## src/rtl/abm_pkg.sv

```systemverilog
package abm_pkg;
  typedef enum logic [1:0] {
    ST_IDLE = 2'd0,
    ST_RUN  = 2'd1,
    ST_REL  = 2'd2
  } abm_state_e;
endpackage

```

## src/rtl/abm_sync.sv

```systemverilog
module abm_sync #(
  parameter int   STAGES  = 2,
  parameter logic RST_VAL = 1'b1
) (
  input  logic clk_i,
  input  logic rst_ni,
  input  logic d_i,
  output logic q_o
);
  logic [STAGES-1:0] sr_q;

  generate
    if (STAGES == 1) begin : g_one
      always_ff @(posedge clk_i or negedge rst_ni) begin
        if (!rst_ni) sr_q <= RST_VAL;
        else         sr_q <= d_i;
      end
    end else begin : g_chain
      always_ff @(posedge clk_i or negedge rst_ni) begin
        if (!rst_ni) sr_q <= {STAGES{RST_VAL}};
        else         sr_q <= {sr_q[STAGES-2:0], d_i};
      end
    end
  endgenerate

  assign q_o = sr_q[STAGES-1];
endmodule

```

## src/rtl/abm_phase.sv

```systemverilog
module abm_phase #(
  parameter int SAMPLE_H = 5,
  parameter int PH_W     = 3
) (
  input  logic            clk_i,
  input  logic            rst_ni,
  input  logic            clear_i,
  input  logic            run_i,
  output logic [PH_W-1:0] ph_o,
  output logic            sample_o
);
  localparam logic [PH_W-1:0] LAST = PH_W'(SAMPLE_H);

  logic [PH_W-1:0] ph_q;
  logic            odd_q;   // skip every other step once in the wait window

  always_ff @(posedge clk_i or negedge rst_ni) begin
    if (!rst_ni) begin
      ph_q  <= '0;
      odd_q <= 1'b0;
    end else if (clear_i) begin
      ph_q  <= '0;
      odd_q <= 1'b0;
    end else if (run_i) begin
      if (ph_q < LAST) ph_q  <= ph_q + 1'b1;
      else             odd_q <= ~odd_q;
    end
  end

  assign ph_o     = ph_q;
  assign sample_o = run_i && (ph_q == LAST) && !odd_q;
endmodule

```

## src/rtl/abm_strobe.sv

```systemverilog
module abm_strobe #(
  parameter int PH_W       = 3,
  parameter int AS_H       = 1,
  parameter int RD_DS_H    = 1,
  parameter int WR_DAT_H   = 2,
  parameter int WR_DS_H    = 3
) (
  input  logic            run_i,
  input  logic            rel_i,
  input  logic            we_i,
  input  logic [PH_W-1:0] ph_i,
  output logic            as_n_o,
  output logic            ds_n_o,
  output logic            oe_o
);
  localparam logic [PH_W-1:0] AS_T  = PH_W'(AS_H);
  localparam logic [PH_W-1:0] RDS_T = PH_W'(RD_DS_H);
  localparam logic [PH_W-1:0] WDT_T = PH_W'(WR_DAT_H);
  localparam logic [PH_W-1:0] WDS_T = PH_W'(WR_DS_H);

  logic [PH_W-1:0] ds_t;

  always_comb begin
    ds_t   = we_i ? WDS_T : RDS_T;
    as_n_o = !(run_i && (ph_i >= AS_T));
    ds_n_o = !(run_i && (ph_i >= ds_t));
    oe_o   = we_i && ((run_i && (ph_i >= WDT_T)) || rel_i);
  end
endmodule

```

## src/rtl/abm_master.sv

```systemverilog
module abm_master
  import abm_pkg::*;
#(
  parameter int WA_W      = 30,
  parameter int DW        = 32,
  parameter int CHW       = 5,
  parameter int SYNC_N    = 2,
  parameter int AS_H      = 1,
  parameter int RD_DS_H   = 1,
  parameter int WR_DAT_H  = 2,
  parameter int WR_DS_H   = 3,
  parameter int SAMPLE_H  = 5
) (
  input  logic            clk_i,
  input  logic            rst_ni,
  input  logic            start_i,
  input  logic            we_i,
  input  logic [WA_W-1:0] addr_i,
  input  logic [DW-1:0]   wdata_i,
  input  logic [CHW-1:0]  chan_i,
  output logic            busy_o,
  output logic            done_o,
  output logic            err_o,
  output logic [DW-1:0]   rdata_o,
  output logic            irq_o,
  output logic            abort_o,
  output logic [CHW-1:0]  abort_chan_o,
  output logic [WA_W-1:0] bus_addr_o,
  output logic            bus_rw_o,
  output logic            as_n_o,
  output logic            ds_n_o,
  output logic [DW-1:0]   bus_d_o,
  output logic            bus_d_oe_o,
  input  logic [DW-1:0]   bus_d_i,
  input  logic            ack_n_i,
  input  logic            berr_n_i
);
  localparam int PH_W = $clog2(SAMPLE_H + 1);

  abm_state_e      st_q;
  logic            we_q, err_q;
  logic [WA_W-1:0] addr_q;
  logic [DW-1:0]   wdata_q;
  logic [CHW-1:0]  chan_q;
  logic [PH_W-1:0] ph;
  logic            sample, go, run, rel, oe;
  logic            ack_sn, berr_sn, ack_s, berr_s;

  assign go  = (st_q == ST_IDLE) && start_i;
  assign run = (st_q == ST_RUN);
  assign rel = (st_q == ST_REL);

  abm_sync #(.STAGES(SYNC_N), .RST_VAL(1'b1)) u_sync_ack (
    .clk_i(clk_i), .rst_ni(rst_ni), .d_i(ack_n_i), .q_o(ack_sn)
  );
  abm_sync #(.STAGES(SYNC_N), .RST_VAL(1'b1)) u_sync_err (
    .clk_i(clk_i), .rst_ni(rst_ni), .d_i(berr_n_i), .q_o(berr_sn)
  );
  assign ack_s  = !ack_sn;
  assign berr_s = !berr_sn;

  abm_phase #(.SAMPLE_H(SAMPLE_H), .PH_W(PH_W)) u_phase (
    .clk_i(clk_i), .rst_ni(rst_ni), .clear_i(go), .run_i(run),
    .ph_o(ph), .sample_o(sample)
  );

  abm_strobe #(
    .PH_W(PH_W), .AS_H(AS_H), .RD_DS_H(RD_DS_H),
    .WR_DAT_H(WR_DAT_H), .WR_DS_H(WR_DS_H)
  ) u_strobe (
    .run_i(run), .rel_i(rel), .we_i(we_q), .ph_i(ph),
    .as_n_o(as_n_o), .ds_n_o(ds_n_o), .oe_o(oe)
  );

  always_ff @(posedge clk_i or negedge rst_ni) begin
    if (!rst_ni) begin
      st_q    <= ST_IDLE;
      we_q    <= 1'b0;
      err_q   <= 1'b0;
      addr_q  <= '0;
      wdata_q <= '0;
      chan_q  <= '0;
      rdata_o <= '0;
      done_o  <= 1'b0;
      err_o   <= 1'b0;
      irq_o   <= 1'b0;
      abort_o <= 1'b0;
    end else begin
      done_o  <= 1'b0;
      err_o   <= 1'b0;
      irq_o   <= 1'b0;
      abort_o <= 1'b0;
      unique case (st_q)
        ST_IDLE: if (start_i) begin
          st_q    <= ST_RUN;
          we_q    <= we_i;
          addr_q  <= addr_i;
          wdata_q <= wdata_i;
          chan_q  <= chan_i;
        end
        ST_RUN: if (sample && (ack_s || berr_s)) begin
          st_q  <= ST_REL;
          err_q <= berr_s;
          if (!we_q) rdata_o <= bus_d_i;
        end
        ST_REL: begin
          st_q    <= ST_IDLE;
          done_o  <= 1'b1;
          err_o   <= err_q;
          irq_o   <= err_q && !we_q;   // write errors raise no interrupt
          abort_o <= err_q && !we_q;
        end
        default: st_q <= ST_IDLE;
      endcase
    end
  end

  assign busy_o       = (st_q != ST_IDLE);
  assign bus_addr_o   = addr_q;
  assign bus_rw_o     = !we_q;
  assign bus_d_oe_o   = oe;
  assign bus_d_o      = oe ? wdata_q : '0;
  assign abort_chan_o = chan_q;
endmodule

```

## config.mk

```make
export PLATFORM = sky130hd
export DESIGN_NAME = abm_master
export DESIGN_NICKNAME = d
export VERILOG_FILES = /design/src/rtl/abm_pkg.sv /design/src/rtl/abm_sync.sv /design/src/rtl/abm_phase.sv /design/src/rtl/abm_strobe.sv /design/src/rtl/abm_master.sv
export SDC_FILE = /design/constraint.sdc
export NUM_CORES = 1
export LEC_CHECK = 0
export BUFFER_PORTS_ARGS = -buffer_cell sky130_fd_sc_hd__buf_2
export CAP_MARGIN = 20
export CORE_UTILIZATION = 45
export DETAILED_ROUTE_END_ITERATION = 10
export PLACE_DENSITY = 0.77
export SLEW_MARGIN = 40
export SYNTH_ARGS = -nofsm -noshare
export SYNTH_HDL_FRONTEND = slang
export SYNTH_SLANG_ARGS = --single-unit
```

## constraint.sdc

```tcl
create_clock -name clk_i -period 2.5 [get_ports clk_i]
set_input_delay 0.375 -clock clk_i [delete_from_list [all_inputs] [get_ports clk_i]]
set_output_delay 0.375 -clock clk_i [all_outputs]
set_load 0.02 [all_outputs]
```

---- Word-level counts from Yosys, hierarchy flattened ----
Cells that the tools add are included.
storage, ports and cells
  word-level logic and storage cells ...... 68
  bits of input ports ..................... 105
  output and inout bits ................... 108
  bits in registers ....................... 114
operators by class
  $lt $le $gt $ge ......................... 4
  reductions and logical operators ........ 27
  equality and inequality tests ........... 6
  bitwise operators ....................... 2
  muxes and demuxes ....................... 14
  $add $sub $neg .......................... 1
operator list
  kind                 number
  $mux 32              1
  $reduce_and 2->1     5
  $logic_and 1x1->1    9
  $mux 3               3
  $logic_not 1->1      6
  $mux 1               6
  $mux 2               3
  $ne 2x2->1 const B   3
  $reduce_bool 2->1    3
  $pmux 2 s2           1
  $add 3x1->3 const B  1
  $eq 3x3->1 const B   1
  $ge 3x1->1 const B   1
  $ge 3x2->1 const B   1
  $ge 3x3->1           1
  $lt 3x3->1 const B   1
  $reduce_and 3->1     1
  $eq 2x1->1 const B   1
  $eq 2x2->1 const B   1
  $logic_not 2->1      1
  $logic_or 1x1->1     2
  $not 1->1            2

---- Longest topological paths before layout ----
Gate-level depths: netlist (run 1).
  depth after elaboration ................. 6
  mapped depth ............................ 6
  gate-level depth less buffers ........... 5

---- Hierarchy ----
From an unflattened synthesis (run 1), not the netlist that was laid out.
second synthesis, totals
  cell total of the unflattened synthesis .. 305
  area total of the unflattened synthesis .. 4,733.3 µm²
modules (own cells, without submodules)
  module      area each (µm²)  instances  cells an instance
  abm_master  4,347.9          1          269
  abm_phase   230.2            1          24
  abm_sync    52.6             2          2
  abm_strobe  50.0             1          8

---- Least setup slack after synthesis (run 1) ----
No wires, ideal clock.
  path kind ............................... flip-flop to output port
  start point ............................. register u_phase.ph_q[1] (netlist: u_phase.ph_o[1])
  end point ............................... output port as_n_o
  setup slack ............................. 0.606 ns
  buffers on the path ..................... 0
  data required time ...................... 2.125 ns
  data arrival time ....................... 1.519 ns
  stages on the path, launching flop included .. 4
  cell sequence ........................... dfrtp_1 -> inv_1 -> ha_1 -> o41ai_1
on the way
  longest elaborated chain between the ends .. 3
ends and longest elaborated chain
  element                 RTL line          source
  start, declared         abm_phase.sv:14   logic [PH_W-1:0] ph_q;
  start signal, assigned  abm_phase.sv:25   if (ph_q < LAST) ph_q <= ph_q + 1'b1;
  $ge 3x1->1              abm_strobe.sv:25  as_n_o = !(run_i && (ph_i >= AS_T));
  $logic_and 1x1->1       abm_strobe.sv:25
  $logic_not 1->1         abm_strobe.sv:25
  end, declared           abm_master.sv:30  output logic as_n_o,
Every way passes these cells.

---- Worst setup path after layout (run 1) ----
  start point ............................. register u_phase.ph_q[0] (netlist: u_phase.ph_o[0])
  end point ............................... output port bus_d_o[13]
on the way
  longest elaborated chain between the ends .. 5
ends and longest elaborated chain
  element            RTL line           source
  $ge 3x2->1         abm_strobe.sv:27   oe_o = we_i && ((run_i && (ph_i >= WDT_T)) || rel_i);
  $logic_and 1x1->1  abm_strobe.sv:27
  $logic_or 1x1->1   abm_strobe.sv:27
  $logic_and 1x1->1  abm_strobe.sv:27
  $mux 32            abm_master.sv:122  assign bus_d_o = oe ? wdata_q : '0;
  end, declared      abm_master.sv:32   output logic [DW-1:0] bus_d_o,
Every way passes these cells.

==> summary.md, run 1 <==
| Metric | Value |
|---|---|
| Main synth FF type | dfrtp_1 |
| Synth top area cells | dfrtp_1 (59%), mux2_2 (17%), mux2_4 (6.4%) |
| Yosys cell types | 35 |
| First-pass GRT wire length | 17.5 mm |
| #FFs+latches synth | 114 |
| Top-count cell post-synth | dfrtp_1 |
| Final min period | 2390 ps |
| CTS buffer count | 17 |
| Register area share after synthesis | 0.611 |
| Net Count, Synth | 421 |
| Initial antenna violation count | 0 |
| Number of synthesized flops with an enable pin | 0 |
| Clk_skew | 7.58 ps |
| Slew headroom | 0.637 |
| WP data arrival | 2010 ps |
| Port bufs | 212 |
| HP Class | in2reg |
| DP HPWL | 7.26 mm |
| TritonCTS clock tree | done |
| CTS H-tree lvls | 4 |
| Area grow syn2layout | 42.1% |
| GR Layer Usage met1 | 0.250 |
| CTS clk-pin slew, worst paths | 60 ps |
| Placer's final routability congestion estimate | 0.717 |
| Syn. warnings | 0 |
| Starting Density | 0.472 |
| Max Cap Viol | 0 |
| Critical Path Sink Type | primary output |
| Worst-path cell chain | inv_1 > ha_2 > nor3_4 > buf_6 > o21bai_4 > buf_12 > and3_1 > buf_2 |
| Core Footprint | 9910 sq um |
| Post-Synthesis Cells | 312 |
| Area leader, netlist | dfrtp_1 |
| LEAKAGE | 3.49 nW |
| WHS Endpoint | rdata_o[24]$_DFFE_PN0P_ |
| Post-place instance area | 5880 sq um |
| Rows | 36 |
| Drt pass-1 iters | 4 |
| CTS sink cnt | 114 |
| Placement Setup Slack | 129 ps |
| Mux share of post-synthesis cell area | 0.257 |
| Final net count | 653 |
| Final hold violation count | 0 |
| Vias | 3355 |
| Per-cell routed wire length | 15.3 um |
| Final instance area | 6650 sq um |
| Reg2reg setup slack | 270 ps |
| Measured slew at the worst slew-check pin | 545 ps |
| Max-slew violations | 0 |
| CP max stage delay | 410 ps |
| Syn_area_per_cell | 15.0 sq um |
| Slowest CP cell | dfrtp_2 |
| Detailed router's first-iteration violation count | 121 |
| Tot GR Track Use | 0.207 |
| Vias per Instance | 4.86 |
| Crit share post-route | 0.955 |
| Fmax | 419 MHz |
| Complex-gate fraction of the synthesized area | 0.0206 |
| Vias in the first global route | 3559 |
| Critical path peak fanout | 16 |
| Worst r2r dst | rdata_o[8]$_DFFE_PN0P_ |
| Pwr dens | 1470 nW/um^2 |
| Critical path class | reg2out |
| Met3 usage | 0.0514 |
| Post-synthesis async set-or-reset flop share | 1.00 |
| GR Layer Usage met2 | 0.352 |
| Synth Area in Simple Gates | 0.0722 |
| Total power | 9.79 mW |
| Final setup fails | 0 |
| Maximum root-to-sink buffer count | 2 |
| Chip Height | 104 um |
| Worst hold stages | 2 |
| Xor/xnor share of the synthesized area | 0 |
| Buf/Inv on CP | 4 |
| Top cell type's share of synthesized area | 0.589 |
| Layout cells sized above 1 | 0.648 |
| Root Buffer | clkbuf_8 |
| Hold path start | bus_d_i[24] |
| R2R Path Start | u_phase.ph_o[1]$_DFFE_PN0P_ |
| Gr busiest metal | met2 |
| Worst hold-check slack | 81.1 ps |
| Status | complete, no violations |
| Clock Latency Late Sink | 500 ps |
| Die ar. | 10800 sq um |
| Top delay family on crit path | buffers and inverters |
| Mapped Area | 4680 sq um |
| GR Overflow Total | 0 |
| Largest net degree at the start of global routing | 57 |
| Routed Antenna Nets | 0 |
| IO Count | 213 |
| Final core utilization | 0.671 |
| Largest family of logic cells by synthesized area | multiplexers |
| Post-Synth Adder-Cell Area | 0.0107 |
| R2r worst-path depth | 7 |
| Final WS setup | 112 ps |
| WL final | 10.6 mm |
| Drt drc | 0 |
| Worst Path Required | 2120 ps |
| Startpoint types | flip-flop |
| Die width | 104 um |
| Worst vdd ir | 0.720 mV |
| N_diodes | 0 |
| Top cells by count, synth | dfrtp_1 (110), mux2_2 (69), and3_1 (33), mux2_4 (20), mux2_1 (10) |
==> worst max-delay path by stage <==
stage / slack, ps / depth (start not counted) / endpoint / start
3_3_place_gp: 290 / 6 / bus_d_o[18] / u_phase.ph_o[0]$_DFFE_PN0P_
2_1_floorplan: 610 / 3 / as_n_o / u_phase.ph_o[1]$_DFFE_PN0P_
3_5_place_dp: 130 / 5 / bus_d_o[27] / u_phase.ph_o[1]$_DFFE_PN0P_
5_1_grt: -10 / 8 / bus_d_o[24] / u_phase.ph_o[0]$_DFFE_PN0P_
6_report: 110 / 8 / bus_d_o[13] / u_phase.ph_o[0]$_DFFE_PN0P_
4_1_cts: 0.5 / 7 / bus_d_o[13] / u_phase.ph_o[0]$_DFFE_PN0P_
==> worst register-to-register path: cells and delay by family, from the launching register on <==
kind          cells  cell delay (ps)
fa+ha+maj         1              160
buf+inv           3              550
flops             1              440
mux               1              340
simple gates      2              620
==> logic make-up after synthesis <==
logic type | count (synthesis)
buf+inv | 26
compound gates | 14
fa+ha+maj | 4
simple gates | 54
mux | 100
flops | 114
==> timing repair <==
action	CTS	global route
setup endpoints to repair	33	33
endpoints found under the hold margin	40	0
hold buffers	3	0
pin swaps	3	2
setup buffers	2	6
gates cloned	2	0
resized for setup	7	3
==> where the power goes <==
group	switching (mW)	internal [mW]
Clock	0.789	1.64
Combinational	2.27	1.88
Sequential	0.467	2.75
==> flip-flops by register name (all words and copies together) (netlist names) <==
| name | count |
|---|---|
| err_o | 1 |
| u_sync_err.sr_q | 2 |
| err_q | 1 |
| u_sync_ack.sr_q | 2 |
| abort_o | 1 |
| u_phase.odd_q | 1 |
| abort_chan_o | 5 |
| u_phase.ph_o | 3 |
| rdata_o | 32 |
| we_q | 1 |
| st_q | 2 |
| wdata_q | 32 |
| done_o | 1 |
| bus_addr_o | 30 |
==> per-stage QoR <==
| stage | cells | setup TNS, ps |
|---|---|---|
| final | 690 | 0 |
| after global routing | 690 | -31.9 |
| after CTS | 684 | 0 |
| after detailed placement | 645 | 0 |
| after global placement | 645 | 0 |
| after floorplan | 312 | 0 |
==> layout by cell type (no fill, tap or decap), types with 4 or more instances in the layout <==
master     count
buf_2        211
inv_1          6
dfstp_2        4
mux2_2        69
clkinv_2       5
mux2_4        20
mux2_1        10
clkbuf_16     16
and3_1        33
buf_4         14
bufinv_16      4
dfrtp_1      108
==> metal layers <==
metal  share of wire  routed length (um)
met1            0.41                4360
met4           0.016                 168
met5               0                   0
met3           0.055                 583
met2            0.52                5460
==> final cells by class <==
class	count	area (sq um)
inverter	6	22.5
timing repair buffer	231	1240
fill	755	3260
tap	133	166
clock buffer	21	439
multi-input combinational	174	1750
sequential	114	2860
clock inverter	11	163
No activity file was read; power rests on OpenSTA's default activity.
==> run 2: changes to the inputs <==
--- a/config.mk
+++ b/config.mk
@@ -8,6 +8,7 @@
 export BUFFER_PORTS_ARGS = -buffer_cell sky130_fd_sc_hd__buf_2
 export CAP_MARGIN = 20
 export CORE_UTILIZATION = 45
+export CTS_BUF_LIST = sky130_fd_sc_hd__clkbuf_16
 export DETAILED_ROUTE_END_ITERATION = 10
 export PLACE_DENSITY = 0.77
 export SLEW_MARGIN = 40
==> run 2 against run 1 <==
Against the previous run:
- via count fell by 0.57%
- critical path depth shrank 1
- largest power group unchanged
- worst hold slack lost 3.3 ps
- sequential power is essentially flat
- largest cell class unchanged
==> summary.md, run 2 (synthesized netlist as in run 1, its figures left out) <==
| Metric | Value |
|---|---|
| Status | complete, no violations (unchanged) |
| Port bufs | 212 (unchanged) |
| Core Footprint | 9910 sq um (unchanged) |
| Layout cells sized above 1 | 0.641 (was 0.648) |
| Die width | 104 um (unchanged) |
| CTS sink cnt | 114 (unchanged) |
| Final core utilization | 0.662 (was 0.671) |
| WL final | 10.4 mm (was 10.6 mm) |
| Root Buffer | clkbuf_16 (was clkbuf_8) |
| Detailed router's first-iteration violation count | 104 (was 121) |
| CTS buffer count | 17 (unchanged) |
| LEAKAGE | 3.47 nW (was 3.49 nW) |
| RSZ-0062 raised after global routing | no |
| Placer's final routability congestion estimate | 0.717 (unchanged) |
| Flop pwr share | 0.334 (was 0.328) |
| Clk network pwr share | 0.251 (was 0.248) |
| Routed Antenna Nets | 0 (unchanged) |
| First-pass GRT wire length | 17.0 mm (was 17.5 mm) |
| Chip Height | 104 um (unchanged) |
| Worst vdd ir | 0.716 mV (was 0.720 mV) |
| HP Class | in2reg (unchanged) |
| Vias in the first global route | 3473 (was 3559) |
| GR Overflow Total | 0 (unchanged) |
| Final net count | 645 (was 653) |
| Largest net degree at the start of global routing | 57 (unchanged) |
| Max-slew violations | 0 (unchanged) |
| Startpoint types | flip-flop (unchanged) |
| Measured slew at the worst slew-check pin | 538 ps (was 545 ps) |
| Non-Filler Instances | 682 (was 690) |
| Total negative slack | 0 ps (unchanged) |
| Logic pwr share | 0.415 (was 0.424) |
| Max Cap Viol | 0 (unchanged) |
| Final setup fails | 0 (unchanged) |
| Initial antenna violation count | 0 (unchanged) |
| Worst Path Required | 2120 ps (about the same) |
| Switch share | 0.360 (about the same) |
| Die ar. | 10800 sq um (unchanged) |
| Drt drc | 0 (unchanged) |
| Tot GR Track Use | 0.200 (was 0.207) |
| Maximum root-to-sink buffer count | 2 (unchanged) |
| Critical path class | reg2out (unchanged) |
| Placed Cells | 645 (unchanged) |
| Final min period | 2380 ps (was 2390 ps) |
| Vias | 3336 (was 3355) |
| Clock Latency Late Sink | 400 ps (was 500 ps) |
| Pwr dens | 1470 nW/um^2 (about the same) |
| Critical Path Sink Type | primary output (unchanged) |
| WP data arrival | 2010 ps (about the same) |
| CTS H-tree lvls | 4 (unchanged) |
| DP HPWL | 7.26 mm (unchanged) |
| Total power | 9.68 mW (was 9.79 mW) |
| Fmax | 420 MHz (was 419 MHz) |
| Critical path peak fanout | 16 (unchanged) |
| Drt pass-1 iters | 4 (unchanged) |
| Final hold violation count | 0 (unchanged) |
| Area grow syn2layout | 40.3% (was 42.1%) |
| IO Count | 213 (unchanged) |
| Most common cell after layout, fill and taps aside | buf_2 (unchanged) |
| N_diodes | 0 (unchanged) |
| Starting Density | 0.472 (unchanged) |
| Slew headroom | 0.641 (was 0.637) |
| Most frequent cells in the layout | buf_2 (211), dfrtp_1 (108), mux2_2 (69) (unchanged) |
| Worst hold-check slack | 77.8 ps (was 81.1 ps) |
| P_int | 6.20 mW (was 6.26 mW) |
| TritonCTS clock tree | done (unchanged) |
| Clk_skew | 9.22 ps (was 7.58 ps) |
| Crit share post-route | 0.952 (was 0.955) |
| Rows | 36 (unchanged) |
| CTS clk-pin slew, worst paths | 50 ps (was 60 ps) |
| Per-cell routed wire length | 15.3 um (about the same) |
| Vias per Instance | 4.89 (was 4.86) |
| P_sw | 3.48 mW (was 3.53 mW) |
-- run 2: path summary, 6_finish.rpt --
kind / startpoint / end / slack (ps) / cells after the start
max: u_phase.ph_o[0]$_DFFE_PN0P_ / bus_d_o[2] / 120 / 7
min: ack_n_i / u_sync_ack.sr_q[0]$_DFF_PN1_ / 80 / 1
max reg2reg: u_phase.ph_o[1]$_DFFE_PN0P_ / rdata_o[3]$_DFFE_PN0P_ / 330 / 6
min reg2reg: u_sync_err.sr_q[0]$_DFF_PN1_ / u_sync_err.sr_q[1]$_DFF_PN1_ / 360 / 0
max in group asynchronous: rst_ni / u_sync_ack.sr_q[0]$_DFF_PN1_ / 1280 / 3
min in group asynchronous: rst_ni / rdata_o[17]$_DFFE_PN0P_ / 490 / 2
-- run 2: power by group through the flow --
stage,Sequential [mW],Combinational (mW),Clock [mW]
after floorplan,3.87,1.93,0
after global placement,3.19,3.75,0
after detailed placement,3.23,3.87,0
after CTS,3.22,3.90,2.49
after global routing,3.35,4.30,2.58
final,3.23,4.02,2.43
-- run 2: per-layer routing --
layer / share of wire / GRT usage / vias up / wire length, um
met3: 0.057 / 0.0508 / 15 / 595
li1: - / - / 1556 / -
met2: 0.51 / 0.331 / 124 / 5300
met4: 0.017 / 0.0949 / 0 / 173
met1: 0.42 / 0.246 / 1641 / 4350
met5: 0 / 0 / - / 0
-- run 2: area by class of cell --
cell class / instances / area [sq um]
inverter: 6 / 22.5
clock inverter: 15 / 178
timing repair buffer: 224 / 1180
sequential: 114 / 2860
tap: 133 / 166
clock buffer: 17 / 425
multi-input combinational: 173 / 1730
fill: 758 / 3350
-- run 2: metrics by stage --
stage,setup slack [ps],instance area (sq um)
global placement,293,5880
CTS,5.06,6500
finish,119,6560
global route,21.3,6560
detailed placement,129,5880
floorplan,606,4680
-- run 2: timing repair --
action | CTS | global route
endpoints found under the hold margin | 38 | 0
pin swaps | 0 | 2
gates resized for setup | 1 | 5
hold buffers | 1 | 0
endpoints found under the setup margin | 33 | 33
gates cloned | 0 | 1
setup buffers | 0 | 3
-- run 2: worst max-delay path, cell delays in order (launching register included) --
cell	delay, ps
dfrtp_2	460
inv_1	80
ha_1	190
nor3_4	50
buf_4	150
o21bai_4	310
and3_1	210
buf_2	160
==> run 3: changes to the inputs <==
--- a/config.mk
+++ b/config.mk
@@ -10,7 +10,7 @@
 export CORE_UTILIZATION = 45
 export CTS_BUF_LIST = sky130_fd_sc_hd__clkbuf_16
 export DETAILED_ROUTE_END_ITERATION = 10
-export PLACE_DENSITY = 0.77
+export PLACE_DENSITY = 0.8
 export SLEW_MARGIN = 40
 export SYNTH_ARGS = -nofsm -noshare
 export SYNTH_HDL_FRONTEND = slang
==> run 3 against run 2 <==
Against the previous run:
- clock skew down 0.61 ps
- clock power down 10%
- routed wire length up 2.1%
- die area unchanged
==> summary.md, run 3 (synthesized netlist as in run 1, its figures left out) <==
| Metric | Value |
|---|---|
| Status | complete, no violations (unchanged) |
| GR Overflow Total | 0 (unchanged) |
| DP HPWL | 7.29 mm (was 7.26 mm) |
| CTS sink cnt | 114 (unchanged) |
| Top delay family on crit path | flip-flops (unchanged) |
| LEAKAGE | 3.41 nW (was 3.47 nW) |
| Max Cap Viol | 0 (unchanged) |
| Critical path peak fanout | 17 (was 16) |
| IO Count | 213 (unchanged) |
| Critical Path Sink Type | primary output (unchanged) |
| Startpoint types | flip-flop (unchanged) |
| Initial antenna violation count | 0 (unchanged) |
| Critical path class | reg2out (unchanged) |
| Drt pass-1 iters | 4 (unchanged) |
| TritonCTS clock tree | done (unchanged) |
| WL final | 10.6 mm (was 10.4 mm) |
| Per-cell routed wire length | 15.7 um (was 15.3 um) |
| CTS clk-pin slew, worst paths | 50 ps (about the same) |
| Clock Latency Late Sink | 400 ps (about the same) |
| Routed Antenna Nets | 0 (unchanged) |
| Post-place instance area | 5880 sq um (unchanged) |
| Final net count | 642 (was 645) |
| Die width | 104 um (unchanged) |
| Clk_skew | 8.61 ps (was 9.22 ps) |
| Vias per Instance | 4.91 (was 4.89) |
| Measured slew at the worst slew-check pin | 750 ps (was 538 ps) |
| Area grow syn2layout | 38.7% (was 40.3%) |
| Maximum root-to-sink buffer count | 2 (unchanged) |
| RSZ-0062 raised after global routing | no (unchanged) |
| Core Footprint | 9910 sq um (unchanged) |
| Worst vdd ir | 0.637 mV (was 0.716 mV) |
| Final hold violation count | 0 (unchanged) |
| Placer's final routability congestion estimate | 0.794 (was 0.717) |
| Chip Height | 104 um (unchanged) |
| Slew headroom | 0.499 (was 0.641) |
| Final setup fails | 0 (unchanged) |
| CTS H-tree lvls | 4 (unchanged) |
| Slowest CP cell | dfrtp_1 (was dfrtp_2) |
| Tot GR Track Use | 0.200 (about the same) |
| Final min period | 2410 ps (was 2380 ps) |
| Most frequent cells in the layout | buf_2 (211), dfrtp_1 (109), mux2_2 (69) (was buf_2 (211), dfrtp_1 (108), mux2_2 (69)) |
| Crit share post-route | 0.964 (was 0.952) |
| WP data arrival | 2030 ps (was 2010 ps) |
| N_diodes | 0 (unchanged) |
| Most common cell after layout, fill and taps aside | buf_2 (unchanged) |
| Fmax | 415 MHz (was 420 MHz) |
| CTS buffer count | 17 (unchanged) |
| Layout cells sized above 1 | 0.645 (was 0.641) |
| Drt drc | 0 (unchanged) |
| Pwr dens | 1450 nW/um^2 (was 1470 nW/um^2) |
| Vias | 3332 (was 3336) |
| Fillers | 788 (was 758) |
| Buf/Inv on CP | 2 (was 3) |
| Vias in the first global route | 3448 (was 3473) |
| HP Class | in2reg (unchanged) |
| Detailed router's first-iteration violation count | 158 (was 104) |
| Worst Path Required | 2120 ps (about the same) |
| Die ar. | 10800 sq um (unchanged) |
| Total power | 9.40 mW (was 9.68 mW) |
| CP max stage delay | 490 ps (was 460 ps) |
| Starting Density | 0.472 (unchanged) |
| Max-slew violations | 0 (unchanged) |
| Rows | 36 (unchanged) |
| Final instance area | 6490 sq um (was 6560 sq um) |
| Port bufs | 212 (unchanged) |
| First-pass GRT wire length | 16.9 mm (was 17.0 mm) |
| Largest net degree at the start of global routing | 53 (was 57) |
| Total negative slack | 0 ps (unchanged) |
| Worst-path cell chain | ha_1 > nor3_4 > o21bai_4 > buf_12 > and3_1 > buf_2 (was inv_1 > ha_1 > nor3_4 > buf_4 > o21bai_4 > and3_1 > buf_2) |
| Root Buffer | clkbuf_16 (unchanged) |
==> run 3: cell count changes in the layout (fill, tap and decap cells not counted) <==
cell	delta
inv_1	-3
nor2b_2	+1
clkinv_1	+1
inv_6	+1
bufinv_16	-3
nor2b_1	-1
dfrtp_2	-1
buf_4	-3
mux2_4	+1
mux2_1	-1
clkinvlp_4	+4
dfrtp_1	+1
==> run 3: path summary, 6_finish.rpt <==
check	slack [ps]	from	cells after the start	endpoint
worst max-delay path	90	u_phase.ph_o[1]$_DFFE_PN0P_	6	bus_d_o[9]
worst min-delay path	80	ack_n_i	1	u_sync_ack.sr_q[0]$_DFF_PN1_
worst max register to register	200	u_phase.ph_o[1]$_DFFE_PN0P_	5	rdata_o[24]$_DFFE_PN0P_
worst min register to register	360	u_sync_ack.sr_q[0]$_DFF_PN1_	0	u_sync_ack.sr_q[1]$_DFF_PN1_
max in group asynchronous	1380	rst_ni	3	wdata_q[7]$_DFFE_PN0P_
min in group asynchronous	410	rst_ni	2	rdata_o[22]$_DFFE_PN0P_
==> run 3: power by group <==
group	switching (mW)	leakage (nW)	internal, mW
Clock	0.825	0.260	1.35
Combinational	2.18	1.81	1.78
Sequential	0.512	1.34	2.74
Total	3.52	3.41	5.88
==> run 3: per-layer routing <==
metal	GRT usage	vias up	routed length (um)
met2	0.325	142	5230
met4	0.0980	0	182
met3	0.0558	13	689
met5	0	-	0
met1	0.247	1627	4540
li1	-	1550	-
==> run 3: timing repair <==
action,4_1_cts,5_1_grt
hold buffers,1,0
hold endpoints to repair,13,0
setup endpoints to repair,0,43
setup buffers,0,1
gates resized for setup,0,6
==> run 3: per-stage QoR <==
stage | utilization | setup slack (ps) | hold WS [ps] | std cells
finish | 0.655 | 91.0 | 78.3 | 679
detailed placement | 0.593 | 138 | 274 | 644
floorplan | - | 606 | 79.4 | 312
global placement | 0.592 | 207 | 270 | 644
CTS | 0.649 | 0.687 | 59.6 | 677
global route | 0.655 | 2.38 | 56.7 | 679
==> run 3: final cells by class <==
class	count	area, sq um	share of cell area
Sequential cell	114	2860	0.441
Multi-Input combinational cell	173	1740	0.268
Timing Repair Buffer	221	1160	0.179
Clock buffer	17	425	0.0656
Tap cell	133	166	0.0257
Clock inverter	15	119	0.0183
Inverter	6	22.5	0.00347
